==> src/rtl/xpt_switch_ctrl.sv <==
module xpt_switch_ctrl #(
  parameter int NCOL = 8,
  parameter int NROW = 12,
  parameter int AW   = 7
) (
  input  logic                 clk,
  input  logic                 rst_n,
  input  logic                 wr_valid,
  input  logic [AW-1:0]        wr_addr,
  input  logic                 wr_data,
  input  logic                 wr_load,
  input  logic                 ld_strobe,
  input  logic [AW-1:0]        rd_addr,
  output logic                 rd_data,
  output logic [NCOL*NROW-1:0] sw_en
);
  localparam int NSW = NCOL * NROW;
  localparam logic [AW-1:0] LIMIT = AW'(NSW);

  logic [NSW-1:0] stage_q, stage_d, out_q, hit;
  logic           rd_q;
  logic           load;

  assign load = ld_strobe | (wr_valid & wr_load);

  for (genvar i = 0; i < NSW; i++) begin : g_dec
    assign hit[i]     = wr_valid && (wr_addr == AW'(i));
    assign stage_d[i] = hit[i] ? wr_data : stage_q[i];
  end

  always_ff @(posedge clk or negedge rst_n) begin
    if (!rst_n) begin
      stage_q <= '0;
      out_q   <= '0;
      rd_q    <= 1'b0;
    end else begin
      stage_q <= stage_d;
      if (load) out_q <= stage_d;
      rd_q <= (rd_addr < LIMIT) ? out_q[rd_addr] : 1'b0;
    end
  end

  assign sw_en   = out_q;
  assign rd_data = rd_q;
endmodule

==> config.mk <==
export PLATFORM = sky130hd
export DESIGN_NAME = xpt_switch_ctrl
export DESIGN_NICKNAME = d
export VERILOG_FILES = /design/src/rtl/xpt_switch_ctrl.sv
export SDC_FILE = /design/constraint.sdc
export NUM_CORES = 1
export LEC_CHECK = 0
export BUFFER_PORTS_ARGS = -buffer_cell sky130_fd_sc_hd__buf_4
export CAP_MARGIN = 40
export CORE_MARGIN = 1
export CORE_UTILIZATION = 40
export DETAILED_ROUTE_END_ITERATION = 8
export PLACE_DENSITY_LB_ADDON = 0.25
export SYNTH_ARGS = -nofsm -noshare
export SYNTH_HDL_FRONTEND = slang
export SYNTH_SLANG_ARGS = --single-unit
export TNS_END_PERCENT = 1
==> constraint.sdc <==
create_clock -name clk -period 4.17 [get_ports clk]
set_clock_uncertainty 0.1 [all_clocks]
set_input_delay 0.417 -clock clk [delete_from_list [all_inputs] [get_ports clk]]
set_output_delay 0.417 -clock clk [all_outputs]
set_load 0.03 [all_outputs]
==> summary.txt, run 1 <==
status: complete, no violations
Critical Path Fanout Max: 12
Tcrit/Tclk final: 52.4%
mux contribution to synthesized area: 33.0%
Mapped Area: 8650 um^2
number of max-cap violations: 0
Fin Setup TNS: 0 ns
WS Path Type: input pin to register
Synth Area in Compound Gates: 0.752%
NumNets Final: 740
CTS tree: yes
Power Dens Cells: 434 nW/um^2
Max Slew Vio Count: 0
share of layout cells above drive strength 1: 50.3%
delay-heaviest family, CP: simple AND/OR/NAND/NOR gates
Tot Pwr: 0.00450 W
final wirelength: 22500 um
n_diodes: 0
Slew headroom: 41.2%
fin util: 49.2%
vias in the first global route: 5688
drt pass-1 iters: 4
Final Hold Vio Count: 0
largest family of logic cells by synthesized area: multiplexers
# DRC: 0
Synth Instances: 618
Synth Area in XOR/XNOR: 0%
area grow syn2layout: 19.8%
# rows: 53
syn_nets: 638
die footprint: 22200 um^2
cell taking the most area after synthesis: dfrtp_1
Core Area: 21100 um^2
initial core utilization: 41.0%
endpoints failing setup: 0
initial antenna violation count: 0
Die Height: 149 um
Clock Path Buffers: 2
maximum vdd ir drop: 0.293 mV
chip width: 149 um
slowest stage delay, CP: 0.67 ns
CP startpoint kind: input pin
Seq cells post-synth: 193
Max Clock Freq: 458 MHz
sequential share of the synthesized area: 55.8%
Crit. End Element: register
largest cells by area after synthesis: dfrtp_1 (56%), mux2_2 (24%), mux4_2 (3.9%)
Fin Hold WS: 0.247 ns
post-synthesis adder-cell area fraction: 0%
grt ovf: 0
leakage: 5.13 nW
GRT Resource Usage Total: 21.3%
DR WL/cell: 22.3 um
root buf cell: clkbuf_16
Max H-tree Level: 4
largest net degree at the start of global routing: 93
Avg Cell Area, Syn: 14.0 um^2
Initial DRC Count: 366
first-pass GRT wire length: 34500 um
RSZ-0062 raised after global routing: false
post-route antenna net violation count: 0
slowest CP cell: nor2_1
Slew @ Worst Pin: 0.879 ns
GP Congestion: 0.792
CP required: 4.39 ns
CTS resizes: 0
I/O Buffers: 116
I/O pins: 117
crit-path cells: buf_4, nor2_1, and3_1, nand2_1, mux2_1, mux2_2
CTS buffer count: 17
Hold Path Class: input pin to async pin
Clock Latency Late Sink: 0.43 ns
CTS clk-pin slew, worst paths: 0.07 ns
Synth Area in Simple Gates: 7.93%
DP Wirelength: 15300 um
CP Buf/Inv Count: 1
via count: 5493
fin crit period: 2.18 ns
warnings from Yosys: 0
Synth top area share: 55.8%
post-synth cell types: 33
routed vias/inst: 5.45
Worst EP arrival: 2.40 ns
CTS Sinks: 193
[report_power, final]
part	internal, W	switching (W)	leakage (nW)
logic	0.000338	0.000448	2.24
clock network	0.000829	0.000736	0.267
registers	0.00204	0.000112	2.63
[per-layer routing]
layer	vias to the layer above	wire [um]	GRT usage, %
met5	-	0	0
met4	0	452	7.86
met3	26	1090	4.25
met2	142	10800	32.9
met1	2908	10100	29.7
li1	2417	-	-
[final cells by class]
class | instances | area [um^2]
tap | 275 | 344
clock inverter | 15 | 135
multi-input combinational | 377 | 3610
clock buffer | 17 | 425
sequential | 193 | 4830
inverter | 1 | 3.75
fill | 1845 | 10700
timing repair buffer | 130 | 1010
[cells in the final DEF (no fill, tap or decap), types with 2 or more instances in the layout]
cell type / n
buf_4: 126
mux2i_1: 8
nand3_1: 24
clkinvlp_4: 4
o211ai_1: 2
clkbuf_16: 17
mux4_2: 15
mux2_2: 188
and3_1: 16
nor2_1: 15
nor2b_1: 5
o2111ai_1: 2
clkinv_2: 4
clkinv_4: 3
mux2_1: 5
inv_6: 2
and2_1: 2
nor3b_2: 2
mux4_1: 10
nand2_1: 71
dfrtp_1: 193
[through the flow]
step	worst slack (ns)	instance area, um^2	cells
global route	1.86	10400	1008
detailed placement	1.53	9790	975
floorplan	2.00	8650	618
finish	1.99	10400	1008
global placement	1.55	9720	970
CTS	1.99	10400	1008
[worst reg2reg max path, stage by stage, from the launching register on]
cell,delay [ns]
dfrtp_1,0.42
mux4_1,0.53
mux4_2,0.51
o211ai_1,0.21
o211ai_1,0.14
[cell families after synthesis]
logic type,count (synthesis)
mux,226
flops,193
simple gates,143
buf+inv,48
compound gates,8
[flip-flops by register name, summed over array words and instances, names as in the netlist]
register	flops
stage_q	96
sw_en	96
rd_data	1
[worst paths after layout]
kind	startpoint	end	slack (ns)	cells after the start
setup reg to reg	sw_en[6]$_DFFE_PN0P_	rd_data$_DFF_PN0_	2.12	4
max in group asynchronous	rst_n	sw_en[60]$_DFFE_PN0P_	2.55	4
hold / removal	rst_n	sw_en[59]$_DFFE_PN0P_	0.25	2
hold reg to reg	stage_q[63]$_DFF_PN0_	stage_q[63]$_DFF_PN0_	0.39	1
setup / recovery	wr_addr[0]	sw_en[80]$_DFFE_PN0P_	1.99	6
min in group clk	rd_addr[6]	rd_data$_DFF_PN0_	0.25	3
[what timing repair did]
action                                 in CTS  in global routing
hold buffers                                1                  0
setup buffers                               0                  0
endpoints found under the hold margin      92                  0
[cell usage after synthesis]
| cell | n |
|---|---|
| nor3b_2 | 2 |
| mux4_2 | 15 |
| nor4b_1 | 1 |
| nand4bb_1 | 1 |
| a2bb2oi_1 | 1 |
| a221o_1 | 1 |
| a21o_1 | 1 |
| buf_4 | 1 |
| dfrtp_1 | 193 |
| nand4b_1 | 1 |
| mux2_2 | 188 |
| o211ai_1 | 2 |
| and4bb_2 | 1 |
| o2111ai_1 | 2 |
| inv_1 | 1 |
| and3b_1 | 1 |
| nand2_1 | 71 |
| nand3_1 | 24 |
| buf_2 | 19 |
| buf_6 | 1 |
| mux2_1 | 5 |
| or4b_2 | 1 |
| and3_1 | 16 |
| and2_1 | 2 |
| nor2b_1 | 5 |
| clkbuf_1 | 25 |
| a31oi_1 | 1 |
| nor2_1 | 15 |
| buf_1 | 1 |
| mux2i_1 | 8 |
| mux4_1 | 10 |
| nand2b_1 | 1 |
| nand3b_1 | 1 |
Power figures use the tool's default switching activity.
==> run 2: changes to the inputs <==
Settings changed: ABC_AREA set to 1.
Clock period 4.17 ns to 1.8 ns, I/O delays scaled along.
==> run 2 against run 1 <==
  * First-iteration DRC count grew 57%
  * Area after synthesis shrank 0.72%
  * Global-route usage rose by 2.9 points
  * Register-to-register slack worse by 1.8 ns
==> summary.txt, run 2 <==
status: complete, no violations
I/O pins: 117
met1 Usage GRT: 36.1%
top post-synthesis cells by count: dfrtp_1 (193), nand2_1 (186), a21oi_1 (100), nand3_1 (93), a31oi_1 (83)
root buf cell: clkbuf_16
Initial DRC Count: 574
Final Hold Vio Count: 0
GR Layer Usage met2: 36.1%
largest cells by area after synthesis: dfrtp_1 (56%), nand2_1 (8.1%), mux2_2 (7.2%)
sequential share of the synthesized area: 56.2%
crit path setup slack, layout: 0.165 ns
CTS Sinks: 193
Critical Path Fanout Max: 91
chip width: 149 um
area grow syn2layout: 26.1%
Placement Setup Slack: 0.0482 ns
met3 Use GR: 3.99%
maximum vdd ir drop: 0.653 mV
I/O Buffers: 116
Placed Area: 10200 um^2
Final Cell Area: 10800 um^2
warnings from Yosys: 0
routed vias/inst: 5.44
Primary FF master, synth: dfrtp_1
Clock Latency Late Sink: 0.43 ns
Post-synth EDFFs: 0
CTS clk-pin slew, worst paths: 0.07 ns
CP startpoint kind: input pin
Hold Crit Start: wr_addr[0]
Hold Path Class: input pin to register
Seq cells post-synth: 193
Clock Path Buffers: 2
Fin Setup TNS: 0 ns
final wirelength: 25700 um
fin cells: 1325
syn_nets: 928
Power Dens Cells: 1110 nW/um^2
DP Wirelength: 17300 um
fin crit period: 1.64 ns
Synth Instances: 908
# rows: 53
Mapped Area: 8590 um^2
via count: 7214
endpoints failing setup: 0
post-route antenna net violation count: 0
most common cell after layout, fill and taps aside: dfrtp_1
drt pass-1 iters: 5
DR WL/cell: 19.4 um
CTS tree: yes
RSZ-0062 raised after global routing: false
first-pass GRT wire length: 40200 um
grt ovf: 0
cell taking the most area after synthesis: dfrtp_1
Worst EP arrival: 1.85 ns
CP Buf/Inv Count: 4
Crit. End Element: register
GR peak layer: met2
CTS resizes: 0
largest net degree at the start of global routing: 92
number of max-cap violations: 0
Max Slew Vio Count: 0
GRT Resource Usage Total: 24.2%
Avg Cell Area, Syn: 9.46 um^2
fillers: 1955
Max Clock Freq: 612 MHz
asr flop ratio synth: 100%
leakage: 5.31 nW
# DRC: 0
Tcrit/Tclk final: 90.8%
initial core utilization: 40.8%
WS Path Type: input pin to register
slowest stage delay, CP: 0.53 ns
Max H-tree Level: 4
CTS buffer count: 17
die footprint: 22100 um^2
share of layout cells above drive strength 1: 25.9%
vias in the first global route: 6734
n_diodes: 0
dpl cells: 1288
Die Height: 149 um
reg2reg start: sw_en[37]$_DFFE_PN0P_
Synth top area share: 56.2%
CP startpoint: wr_data
count leader, synth: dfrtp_1
Slew headroom: 70.1%
delay-heaviest family, CP: buffers and inverters
Slew @ Worst Pin: 0.449 ns
initial antenna violation count: 0
GP Congestion: 0.855
slowest CP cell: dlygate4sd3_1
Fin Hold WS: 0.113 ns
Core Area: 21000 um^2
CP required: 2.02 ns
post-synth cell types: 23
crit-path cells: dlygate4sd3_1, buf_4, inv_2, buf_12, a31oi_1, mux2_2
most frequent cells in the layout: dfrtp_1 (193), nand2_1 (185), buf_4 (144), a21oi_1 (100), nand3_1 (93)
NumNets Final: 1057
run 2: cell count changes in the layout (fill, tap and decap cells not counted), moves of 16 or more:
cell	change
a21oi_1	+100
a31oi_1	+82
and3_1	-16
buf_12	+17
buf_4	+18
inv_1	+45
mux2_2	-133
nand2_1	+114
nand3_1	+69
o21ai_0	+32
run 2: per-layer routing:
layer | share of wire (%) | wire length, um
met5 | 0 | 0
met1 | 48 | 12200
met4 | 1.4 | 357
met2 | 46 | 11700
met3 | 5.5 | 1410
run 2: tightest hold or removal path: stages:
cell     delay, ns
buf_4         0.11
nor3_1        0.09
a21oi_1       0.14
a31oi_1       0.07
run 2: report_power, final:
group | total [W] | internal (W) | switching [W]
Sequential | 0.00533 | 0.00493 | 0.000396
Clock | 0.00401 | 0.00229 | 0.00171
Combinational | 0.00270 | 0.00102 | 0.00169
run 2: path summary, 6_finish.rpt:
path / endpoint / slack, ns / cells past startpoint
max in group asynchronous: sw_en[83]$_DFFE_PN0P_ / 0.79 / 3
worst max-delay path: sw_en[53]$_DFFE_PN0P_ / 0.16 / 6
worst min-delay path: stage_q[12]$_DFF_PN0_ / 0.11 / 4
min in group asynchronous: sw_en[36]$_DFFE_PN0P_ / 0.16 / 2
worst max register to register: rd_data$_DFF_PN0_ / 0.30 / 10
worst min register to register: stage_q[61]$_DFF_PN0_ / 0.40 / 2
run 2: metrics by stage:
stage,utilization (%),total power (W)
finish,51.5,0.0120
CTS,51.5,0.0121
global route,51.5,0.0126
floorplan,-,0.00693
detailed placement,48.3,0.00811
global placement,48.3,0.00806
run 2: cells by family (layout without fill, tap and decap cells):
group                  count (synthesis)  in the layout  synth area share (%)
AO/OA/AOI/OAI                        228            228                  14.8
AND/OR/NAND/NOR                      321            321                  16.5
buffers and inverters                111            253                  5.29
flip-flops                           193            193                  56.2
multiplexers                          55             55                  7.21
run 2: area by class of cell:
class / count / area (um^2) / area share [%]
Inverter: 53 / 199 / 1.84
Multi-Input combinational cell: 604 / 3320 / 30.7
Timing Repair Buffer: 168 / 1510 / 13.9
Tap cell: 275 / 344 / 3.18
Clock inverter: 13 / 174 / 1.61
Sequential cell: 193 / 4830 / 44.6
Clock buffer: 19 / 453 / 4.18
run 2: what timing repair did:
action                                 CTS  global route
hold buffers                             5             0
buffers inserted                         0             0
endpoints found under the hold margin   93             0
